`config.mk`:
```
export PLATFORM = sky130hd
export DESIGN_NAME = sdtq_txlen_queue
export DESIGN_NICKNAME = d
export VERILOG_FILES = /design/src/rtl/sdtq_pkg.sv /design/src/rtl/sdtq_fifo.sv /design/src/rtl/sdtq_meter.sv /design/src/rtl/sdtq_txlen_queue.sv
export SDC_FILE = /design/constraint.sdc
export NUM_CORES = 1
export LEC_CHECK = 0
export BUFFER_PORTS_ARGS = -buffer_cell sky130_fd_sc_hd__buf_4
export CAP_MARGIN = 20
export CORE_MARGIN = 8
export CORE_UTILIZATION = 69
export CTS_BUF_LIST = sky130_fd_sc_hd__clkbuf_8
export DETAILED_ROUTE_END_ITERATION = 16
export GPL_ROUTABILITY_DRIVEN = 1
export PLACE_DENSITY = 0.87
export REMOVE_ABC_BUFFERS = 1
export SYNTH_ARGS = -nofsm -noshare
export SYNTH_HDL_FRONTEND = slang
export SYNTH_HIERARCHICAL = 1
export SYNTH_SLANG_ARGS = --single-unit
```
`constraint.sdc`:
```
create_clock -name clk -period 23.2 [get_ports clk]
set_clock_uncertainty 0.15 [all_clocks]
set_input_delay 1.16 -clock clk [delete_from_list [all_inputs] [get_ports clk]]
set_output_delay 1.16 -clock clk [all_outputs]
set_load 0.02 [all_outputs]
```
`src/rtl/sdtq_pkg.sv`:
```
package sdtq_pkg;
  typedef enum logic {
    ACCT_STREAM = 1'b0,
    ACCT_PACKET = 1'b1
  } acct_mode_e;
endpackage

```
`src/rtl/sdtq_fifo.sv`:
```
module sdtq_fifo #(
  parameter int DEPTH = 8,
  parameter int W     = 20
) (
  input  logic                         clk,
  input  logic                         rst_n,
  input  logic                         push,
  input  logic                         pop,
  input  logic [W-1:0]                 din,
  output logic [W-1:0]                 head,
  output logic [$clog2(DEPTH+1)-1:0]   count
);
  localparam int PTR_W = (DEPTH > 1) ? $clog2(DEPTH) : 1;
  localparam int CNT_W = $clog2(DEPTH+1);
  localparam logic [PTR_W-1:0] LAST = PTR_W'(DEPTH - 1);

  logic [W-1:0]     slot_q [DEPTH];
  logic [PTR_W-1:0] wr_q, wr_d, rd_q, rd_d;
  logic [CNT_W-1:0] cnt_q, cnt_d;

  // slot storage: one enabled register bank per entry, no reset
  for (genvar i = 0; i < DEPTH; i++) begin : g_slot
    logic slot_we;
    assign slot_we = push && (wr_q == PTR_W'(i));
    always_ff @(posedge clk) begin
      if (slot_we) slot_q[i] <= din;
    end
  end

  always_comb begin
    wr_d  = wr_q;
    rd_d  = rd_q;
    cnt_d = cnt_q;
    if (push) wr_d = (wr_q == LAST) ? '0 : wr_q + 1'b1;
    if (pop)  rd_d = (rd_q == LAST) ? '0 : rd_q + 1'b1;
    case ({push, pop})
      2'b10:   cnt_d = cnt_q + 1'b1;
      2'b01:   cnt_d = cnt_q - 1'b1;
      default: cnt_d = cnt_q;
    endcase
  end

  always_ff @(posedge clk or negedge rst_n) begin
    if (!rst_n) begin
      wr_q  <= '0;
      rd_q  <= '0;
      cnt_q <= '0;
    end else begin
      wr_q  <= wr_d;
      rd_q  <= rd_d;
      cnt_q <= cnt_d;
    end
  end

  assign head  = slot_q[rd_q];
  assign count = cnt_q;
endmodule

```
`src/rtl/sdtq_meter.sv`:
```
module sdtq_meter
  import sdtq_pkg::*;
#(
  parameter int LEN_W = 12,
  parameter int SUM_W = 16
) (
  input  logic             clk,
  input  logic             rst_n,
  input  acct_mode_e       mode,
  input  logic             push,
  input  logic [LEN_W-1:0] push_len,
  input  logic             nonempty,
  input  logic [LEN_W-1:0] head_len,
  input  logic             take_valid,
  input  logic [SUM_W-1:0] take_bytes,
  output logic [SUM_W-1:0] avail,
  output logic             retire
);
  logic [SUM_W-1:0] total_q, total_d;
  logic [SUM_W-1:0] credit_q, credit_d;
  logic [SUM_W-1:0] head_w, add_w, sub_w, take_eff;
  logic [SUM_W-1:0] pkt_avail, str_avail;

  always_comb begin
    head_w    = SUM_W'(head_len);
    retire    = nonempty && (credit_q >= head_w);
    str_avail = total_q - credit_q;
    pkt_avail = (!nonempty || retire) ? '0 : head_w - credit_q;
    avail     = (mode == ACCT_PACKET) ? pkt_avail : str_avail;
    take_eff  = '0;
    if (take_valid) take_eff = (take_bytes > avail) ? avail : take_bytes;
    add_w     = push ? SUM_W'(push_len) : '0;
    sub_w     = retire ? head_w : '0;
    total_d   = total_q + add_w - sub_w;
    credit_d  = credit_q + take_eff - sub_w;
  end

  always_ff @(posedge clk or negedge rst_n) begin
    if (!rst_n) begin
      total_q  <= '0;
      credit_q <= '0;
    end else begin
      total_q  <= total_d;
      credit_q <= credit_d;
    end
  end
endmodule

```
`src/rtl/sdtq_txlen_queue.sv`:
```
module sdtq_txlen_queue
  import sdtq_pkg::*;
#(
  parameter int DEPTH   = 8,
  parameter int LEN_W   = 12,
  parameter int TAG_W   = 8,
  parameter int MAX_LEN = 4092,
  localparam int CNT_W  = $clog2(DEPTH+1),
  localparam int SUM_W  = LEN_W + CNT_W
) (
  input  logic             clk,
  input  logic             rst_n,
  input  logic             mode_pkt,
  input  logic             ld_valid,
  input  logic [LEN_W-1:0] ld_len,
  input  logic [TAG_W-1:0] ld_tag,
  output logic             ld_reject,
  input  logic             take_valid,
  input  logic [SUM_W-1:0] take_bytes,
  output logic [SUM_W-1:0] avail_len,
  output logic             host_irq,
  output logic             done_valid,
  output logic [TAG_W-1:0] done_tag
);
  localparam int ENT_W = LEN_W + TAG_W;

  logic [CNT_W-1:0] occ;
  logic [ENT_W-1:0] head_ent;
  logic             q_full, len_bad, accept, retire;

  assign q_full    = (occ == CNT_W'(DEPTH));
  assign len_bad   = (ld_len == '0) || (ld_len > LEN_W'(MAX_LEN));
  assign ld_reject = ld_valid && (q_full || len_bad);
  assign accept    = ld_valid && !ld_reject;

  sdtq_fifo #(.DEPTH(DEPTH), .W(ENT_W)) i_fifo (
    .clk   (clk),
    .rst_n (rst_n),
    .push  (accept),
    .pop   (retire),
    .din   ({ld_tag, ld_len}),
    .head  (head_ent),
    .count (occ)
  );

  sdtq_meter #(.LEN_W(LEN_W), .SUM_W(SUM_W)) i_meter (
    .clk        (clk),
    .rst_n      (rst_n),
    .mode       (acct_mode_e'(mode_pkt)),
    .push       (accept),
    .push_len   (ld_len),
    .nonempty   (occ != '0),
    .head_len   (head_ent[LEN_W-1:0]),
    .take_valid (take_valid),
    .take_bytes (take_bytes),
    .avail      (avail_len),
    .retire     (retire)
  );

  assign host_irq   = (avail_len != '0);
  assign done_valid = retire;
  assign done_tag   = head_ent[ENT_W-1:LEN_W];
endmodule

```
==> flow_metrics.env, run 1 <==
export IMPL_die_h_um=148.7
export IMPL_crit_required_ps=23470
export IMPL_min_to="i_fifo/count[3]"
export IMPL_gp_congestion=0.9382
export IMPL_dp_hpwl_um=20230
export IMPL_slew_violations=0
export IMPL_synth_ff_type="edfxtp_1"
export IMPL_insertedDiodeCount=0
export IMPL_cts_hold_buf=0
export IMPL_drt_total_wl_um=28940
export IMPL_clk_pin_slew_ps=70
export IMPL_drc=0
export IMPL_grt_pass1_vias=8731
export IMPL_post_cts_buffers=0
export IMPL_grt_pass1_wl_um=45380
export IMPL_avgSynthCellArea_um2=12.59
export IMPL_grt_setup_unrepaired="no"
export IMPL_layout_min_cycle_time_ps=9130
export IMPL_worst_pin_slew_ps=890.6
export IMPL_port_buffers=67
export IMPL_clock_path_buffers=3
export IMPL_critPathCaptureType="flop"
export IMPL_drtIter0Drc=627
export IMPL_multi_input_area_um2=5710
export IMPL_worstSetupPathType="reg2reg"
export IMPL_ff2ff_path_depth=31
export IMPL_layout_drive_gt1_share_pct=15.90
export IMPL_synth_top_cell_by_area="edfxtp_1"
export IMPL_ys_ff_latch=202
export IMPL_cp_slowest_cell="dfrtp_2"
export IMPL_setup_viol=0
export IMPL_max_slew_margin_rel_pct=40.63
export IMPL_grt_max_degree=43
export IMPL_die_w_um=148.7
export IMPL_grt_overflow=0
export IMPL_netlist_instances=965
export IMPL_hp_class="reg2reg"
export IMPL_maxCapViolCount=0
export IMPL_start_kind="flop"
export IMPL_min_path_cells=1
export IMPL_dr_pass1_iters=5
export IMPL_syn_area_um2=12150
export IMPL_worstSkewPairLatency_ps=560
export IMPL_synth_warnings=6
export IMPL_synth_top_area_share_pct=39.54
export IMPL_finalSetupTns_ps=0
export IMPL_synth_seq_area_share_pct=48.19
export IMPL_wire_per_inst_um=22.14
export IMPL_crit_buf_inv=3
export IMPL_via_per_inst=6.393
export IMPL_postRouteAntennaNets=0
export IMPL_via_count=8356
export IMPL_antenna_found_initial=0
export IMPL_numCtsBuffers=31
export IMPL_root_buffer="clkbuf_8"
export IMPL_max_freq_ghz=0.1095
export IMPL_ioPinCount=68
export IMPL_r2r_start="i_fifo/rd_q[0]"
export IMPL_track_usage_pct=26.39
export IMPL_regArea_um2=5857
export IMPL_syn2layout_area_growth_pct=11.43
export IMPL_fin_crit_sh_pct=39.35
export IMPL_status="finished, final reports clean"
export IMPL_critical_path_most_common_cell="a21oi_1"
export IMPL_netlist_top_cells_area="edfxtp_1 (40%), ha_1 (9.1%), dfrtp_1 (8.6%)"
export IMPL_ctsResizeCount=0
export IMPL_path_delay_family="compound AO/OA/AOI/OAI gates"
export IMPL_tritoncts="done"
export IMPL_fp_coreArea_um2=17240
export IMPL_cp_arrival_ps=9400
export IMPL_worstReg2RegEnd="i_meter/credit_q[12]"
export IMPL_n_fill_cell=981
export IMPL_hp_start="i_fifo/count[3]"
export IMPL_synth_cell_types=69
export IMPL_hold_viol=0
export IMPL_die_area_um2=22110
export IMPL_core_rowCount=48
export IMPL_cp_max_fo=26
export IMPL_r2r_slack_ps=14070
export IMPL_layout_nets=1212
export IMPL_cp_slowest_stage_delay_ps=680
export IMPL_clock_sinks=202
export IMPL_start_util_pct=70.50
export IMPL_ys_async_sr_fraction_pct=20.79
export IMPL_synth_edff_count=160
export IMPL_htreeDepth=1
[cell type report]
type,instances,area share (%)
tap,225,2.079
sequential,202,43.25
timing repair buffer,80,4.583
clock buffer,31,3.151
inverter,124,3.437
multi-input combinational,618,42.17
clock inverter,27,1.321
[synth_stat cells (8+ instances only)]
cell type and n:
a211oi_1 11, a21o_1 10, a21oi_1 35, a31oi_1 8, and2_1 18, and3_1 11
clkbuf_1 8, dfrtp_1 42, edfxtp_1 160, fa_1 26, ha_1 88, inv_1 124
mux2_2 26, mux4_1 33, nand2_1 43, nand2b_1 16, nand3_1 14, nand4_1 11
nor2_1 43, nor2b_1 12, nor3_1 21, nor4_1 9, o211ai_1 15, o21ai_0 29
or3_1 11, xnor2_1 30, xor2_1 18
[per-stage QoR]
step	instances	hold WS, ps	utilization (%)	setup WS, ps	instance area [µm²]
after detailed placement	1249	340.6	75.04	14300	12930
final	1307	348.9	78.56	14070	13540
after global routing	1307	394.2	78.56	13540	13540
after CTS	1307	348.9	78.56	14190	13540
after global placement	1248	321.0	74.88	14530	12910
after floorplan	944	304.3	-	13720	12020
[cells in the final DEF, fill, tap and decap left out, drive strengths merged, types with 15 or more instances in the layout]
cell,synthesis,final
ha,88,88
fa,26,26
inv,124,129
buf,13,80
xor2,18,18
o21ai,30,30
nand2,43,43
edfxtp,160,160
clkbuf,8,31
a21oi,35,35
nand2b,16,16
nor2,43,43
dfrtp,42,42
mux4,40,40
xnor2,30,30
nor3,22,22
clkinv,0,18
and2,18,18
o211ai,15,15
mux2,26,26
[worst max path at each step]
stage                               from                   end  slack [ps]  depth (start not counted)
after detailed placement  i_fifo/rd_q[0]  i_meter/credit_q[12]       14300                         31
after CTS                 i_fifo/rd_q[0]  i_meter/credit_q[12]       14190                         31
after floorplan           i_fifo/rd_q[0]  i_meter/credit_q[12]       13720                         31
after global placement    i_fifo/rd_q[0]  i_meter/credit_q[12]       14530                         31
after global routing      i_fifo/rd_q[0]  i_meter/credit_q[15]       13540                         33
final                     i_fifo/rd_q[0]  i_meter/credit_q[12]       14070                         31
[flip-flops by register name (all words and copies together), names as in the netlist]
signal,flops
i_meter/total_q,16
i_meter/credit_q,16
i_fifo/rd_q,3
i_fifo/count,4
i_fifo/wr_q,3
i_fifo/slot_q,160
[cell families after synthesis]
logic type	synth area share (%)
and+or+nand+nor	10.44
DFF	48.19
AOI/OAI and AO/OA	8.392
buffers and inverters	4.891
adders and majority gates	13.44
muxes	11.01
xor gates and xnor gates	3.645
[routing by layer]
metal	GRT usage, %	vias to the layer above	routed length, µm
li1	-	3786	-
met1	31.02	4075	11170
met2	45.82	400	14520
met3	4.862	95	2177
met4	13.21	0	1068
met5	0	-	0
Power of run 1 is not shown: default switching activity piles up to over one toggle a cycle in this logic, so the estimate is an artifact.
==> run 2, diff against run 1 <==
--- a/config.mk
+++ b/config.mk
@@ -8,11 +8,11 @@
 export BUFFER_PORTS_ARGS = -buffer_cell sky130_fd_sc_hd__buf_4
 export CAP_MARGIN = 20
 export CORE_MARGIN = 8
-export CORE_UTILIZATION = 69
+export CORE_UTILIZATION = 64
 export CTS_BUF_LIST = sky130_fd_sc_hd__clkbuf_8
 export DETAILED_ROUTE_END_ITERATION = 16
 export GPL_ROUTABILITY_DRIVEN = 1
-export PLACE_DENSITY = 0.87
+export PLACE_DENSITY = 0.81
 export REMOVE_ABC_BUFFERS = 1
 export SYNTH_ARGS = -nofsm -noshare
 export SYNTH_HDL_FRONTEND = slang
==> constraint.sdc (replaced) <==
create_clock -name clk -period 9.3 [get_ports clk]
set_clock_uncertainty 0.15 [all_clocks]
set_input_delay 0.465 -clock clk [delete_from_list [all_inputs] [get_ports clk]]
set_output_delay 0.465 -clock clk [all_outputs]
set_load 0.02 [all_outputs]
==> flow_metrics.env, run 2 (synthesized netlist as in run 1, its figures left out) <==
export IMPL_syn2layout_area_growth_pct=12.76
export IMPL_use_met3_pct=4.709
export IMPL_clock_sinks=202
export IMPL_max_freq_ghz=0.1160
export IMPL_htreeDepth=1
export IMPL_min_path_cells=1
export IMPL_die_w_um=153.8
export IMPL_antenna_found_initial=1
export IMPL_critPathCaptureType="flop"
export IMPL_die_h_um=153.8
export IMPL_regArea_um2=5857
export IMPL_min_to="i_fifo/slot_q[1][2]"
export IMPL_worstSkewPairLatency_ps=570
export IMPL_grt_pass1_wl_um=43470
export IMPL_start_kind="flop"
export IMPL_dpl_cell_area_um2=12970
export IMPL_postRouteAntennaNets=0
export IMPL_final_common_cell="edfxtp_1"
export IMPL_post_route_util_pct=73.50
export IMPL_layout_nets=1228
export IMPL_max_slew_margin_rel_pct=39.10
export IMPL_met1_usage_pct=28.22
export IMPL_grt_setup_unrepaired="no"
export IMPL_root_buffer="clkbuf_8"
export IMPL_clock_path_buffers=3
export IMPL_maxCapViolCount=0
export IMPL_drc=0
export IMPL_cp_slowest_cell="dfrtp_2"
export IMPL_hp_class="in2reg"
export IMPL_ctsResizeCount=0
export IMPL_hold_viol=0
export IMPL_grt_max_degree=43
export IMPL_grt_busiest_layer="met2"
export IMPL_cp_arrival_ps=8920
export IMPL_r2r_slack_ps=680
export IMPL_setup_viol=0
export IMPL_worstSetupPathType="reg2reg"
export IMPL_ioPinCount=68
export IMPL_worst_pin_slew_ps=913.6
export IMPL_slew_violations=0
export IMPL_worstReg2RegEnd="i_meter/credit_q[14]"
export IMPL_drt_total_wl_um=27230
export IMPL_design_area_um2=13700
export IMPL_die_area_um2=23650
export IMPL_core_rowCount=50
export IMPL_dr_pass1_iters=5
export IMPL_n_fill_cell=1198
export IMPL_wire_per_inst_um=20.54
export IMPL_grt_pass1_vias=8528
export IMPL_ff2ff_path_depth=29
export IMPL_crit_required_ps=9600
export IMPL_hp_start="ld_len[2]"
export IMPL_grtUsageMet2_pct=39.98
export IMPL_status="finished, final reports clean"
export IMPL_mostFrequentLayoutCells="edfxtp_1 (160), inv_1 (133), ha_1 (88)"
export IMPL_largest_register="i_fifo/slot_q"
export IMPL_layout_drive_gt1_share_pct=15.38
export IMPL_via_per_inst=6.133
export IMPL_r2r_start="i_fifo/rd_q[0]"
export IMPL_largest_reg_flops=160
export IMPL_start_util_pct=65.18
export IMPL_port_buffers=67
export IMPL_fin_crit_sh_pct=92.68
export IMPL_tritoncts="done"
export IMPL_critical_path_most_common_cell="a21oi_1"
export IMPL_cp_max_fo=27
export IMPL_multi_input_area_um2=5710
export IMPL_largestRegisters="i_fifo/slot_q x160, i_meter/credit_q x16, i_meter/total_q x16"
export IMPL_track_usage_pct=23.18
export IMPL_numCtsBuffers=31
export IMPL_layout_min_cycle_time_ps=8620
export IMPL_cp_slowest_stage_delay_ps=870
export IMPL_fp_coreArea_um2=18640
export IMPL_via_count=8133
export IMPL_clk_pin_slew_ps=70
export IMPL_gp_congestion=0.9182
export IMPL_insertedDiodeCount=0
export IMPL_drtIter0Drc=545
export IMPL_dp_hpwl_um=19720
export IMPL_grt_overflow=0
## run 2: cell types whose count changed in the layout (fill, tap and decap cells not counted), sizes merged
cell         delta
clkinvlp        -2
bufinv          -1
inv             +5
dlygate4sd3    +14
buf             +2
clkinv          -8
## run 2: worst max path at each step
stage,startpoint,endpoint,slack (ps),depth (start not counted)
floorplan,i_fifo/rd_q[0],i_meter/credit_q[12],-180,31
global placement,i_fifo/rd_q[0],i_meter/credit_q[12],900,29
detailed placement,i_fifo/rd_q[0],i_meter/credit_q[12],820,29
CTS,i_fifo/rd_q[0],i_meter/credit_q[14],710,29
global route,i_fifo/rd_q[0],i_meter/credit_q[15],10,29
finish,i_fifo/rd_q[0],i_meter/credit_q[14],680,29
## run 2: per-layer routing
metal | part of all wire, % | vias to the layer above | wire length, µm
li1 | - | 3805 | -
met1 | 41 | 4001 | 11110
met2 | 50 | 271 | 13490
met3 | 6.9 | 54 | 1881
met4 | 2.7 | 2 | 732
met5 | 0.048 | - | 13
## run 2: final cells by class
type	count	area share [%]
Sequential cell	202	42.74
Inverter	124	3.397
Tap cell	234	2.137
Clock buffer	31	3.114
Timing Repair Buffer	96	6.063
Clock inverter	21	0.8675
Multi-Input combinational cell	618	41.68
## run 2: repair_timing
item | 4_1_cts | 5_1_grt
hold buffers | 14 | 0
endpoints found under the hold margin | 142 | 0
buffers inserted | 0 | 0
## run 2: worst max-delay path: cells and delay by family (launching register included)
kind            cells  cell delay, ps
buf+inv             2             140
simple gates        8            1290
mux                 2             940
compound gates     12            3110
flops               1             870
fa+ha+maj           5            1990
## run 2: through the flow
stage | instances | hold WS, ps | TNS [ps] | setup WS [ps]
floorplan | 944 | 19.41 | -382.2 | -179.3
global placement | 1255 | 320.9 | 0 | 898.7
detailed placement | 1257 | 345.1 | 0 | 824.8
CTS | 1323 | 0.8170 | 0 | 711.7
global route | 1326 | 3.601 | 0 | 11.83
finish | 1326 | 37.76 | 0 | 680.4
Power of run 2 is left out for the same reason.
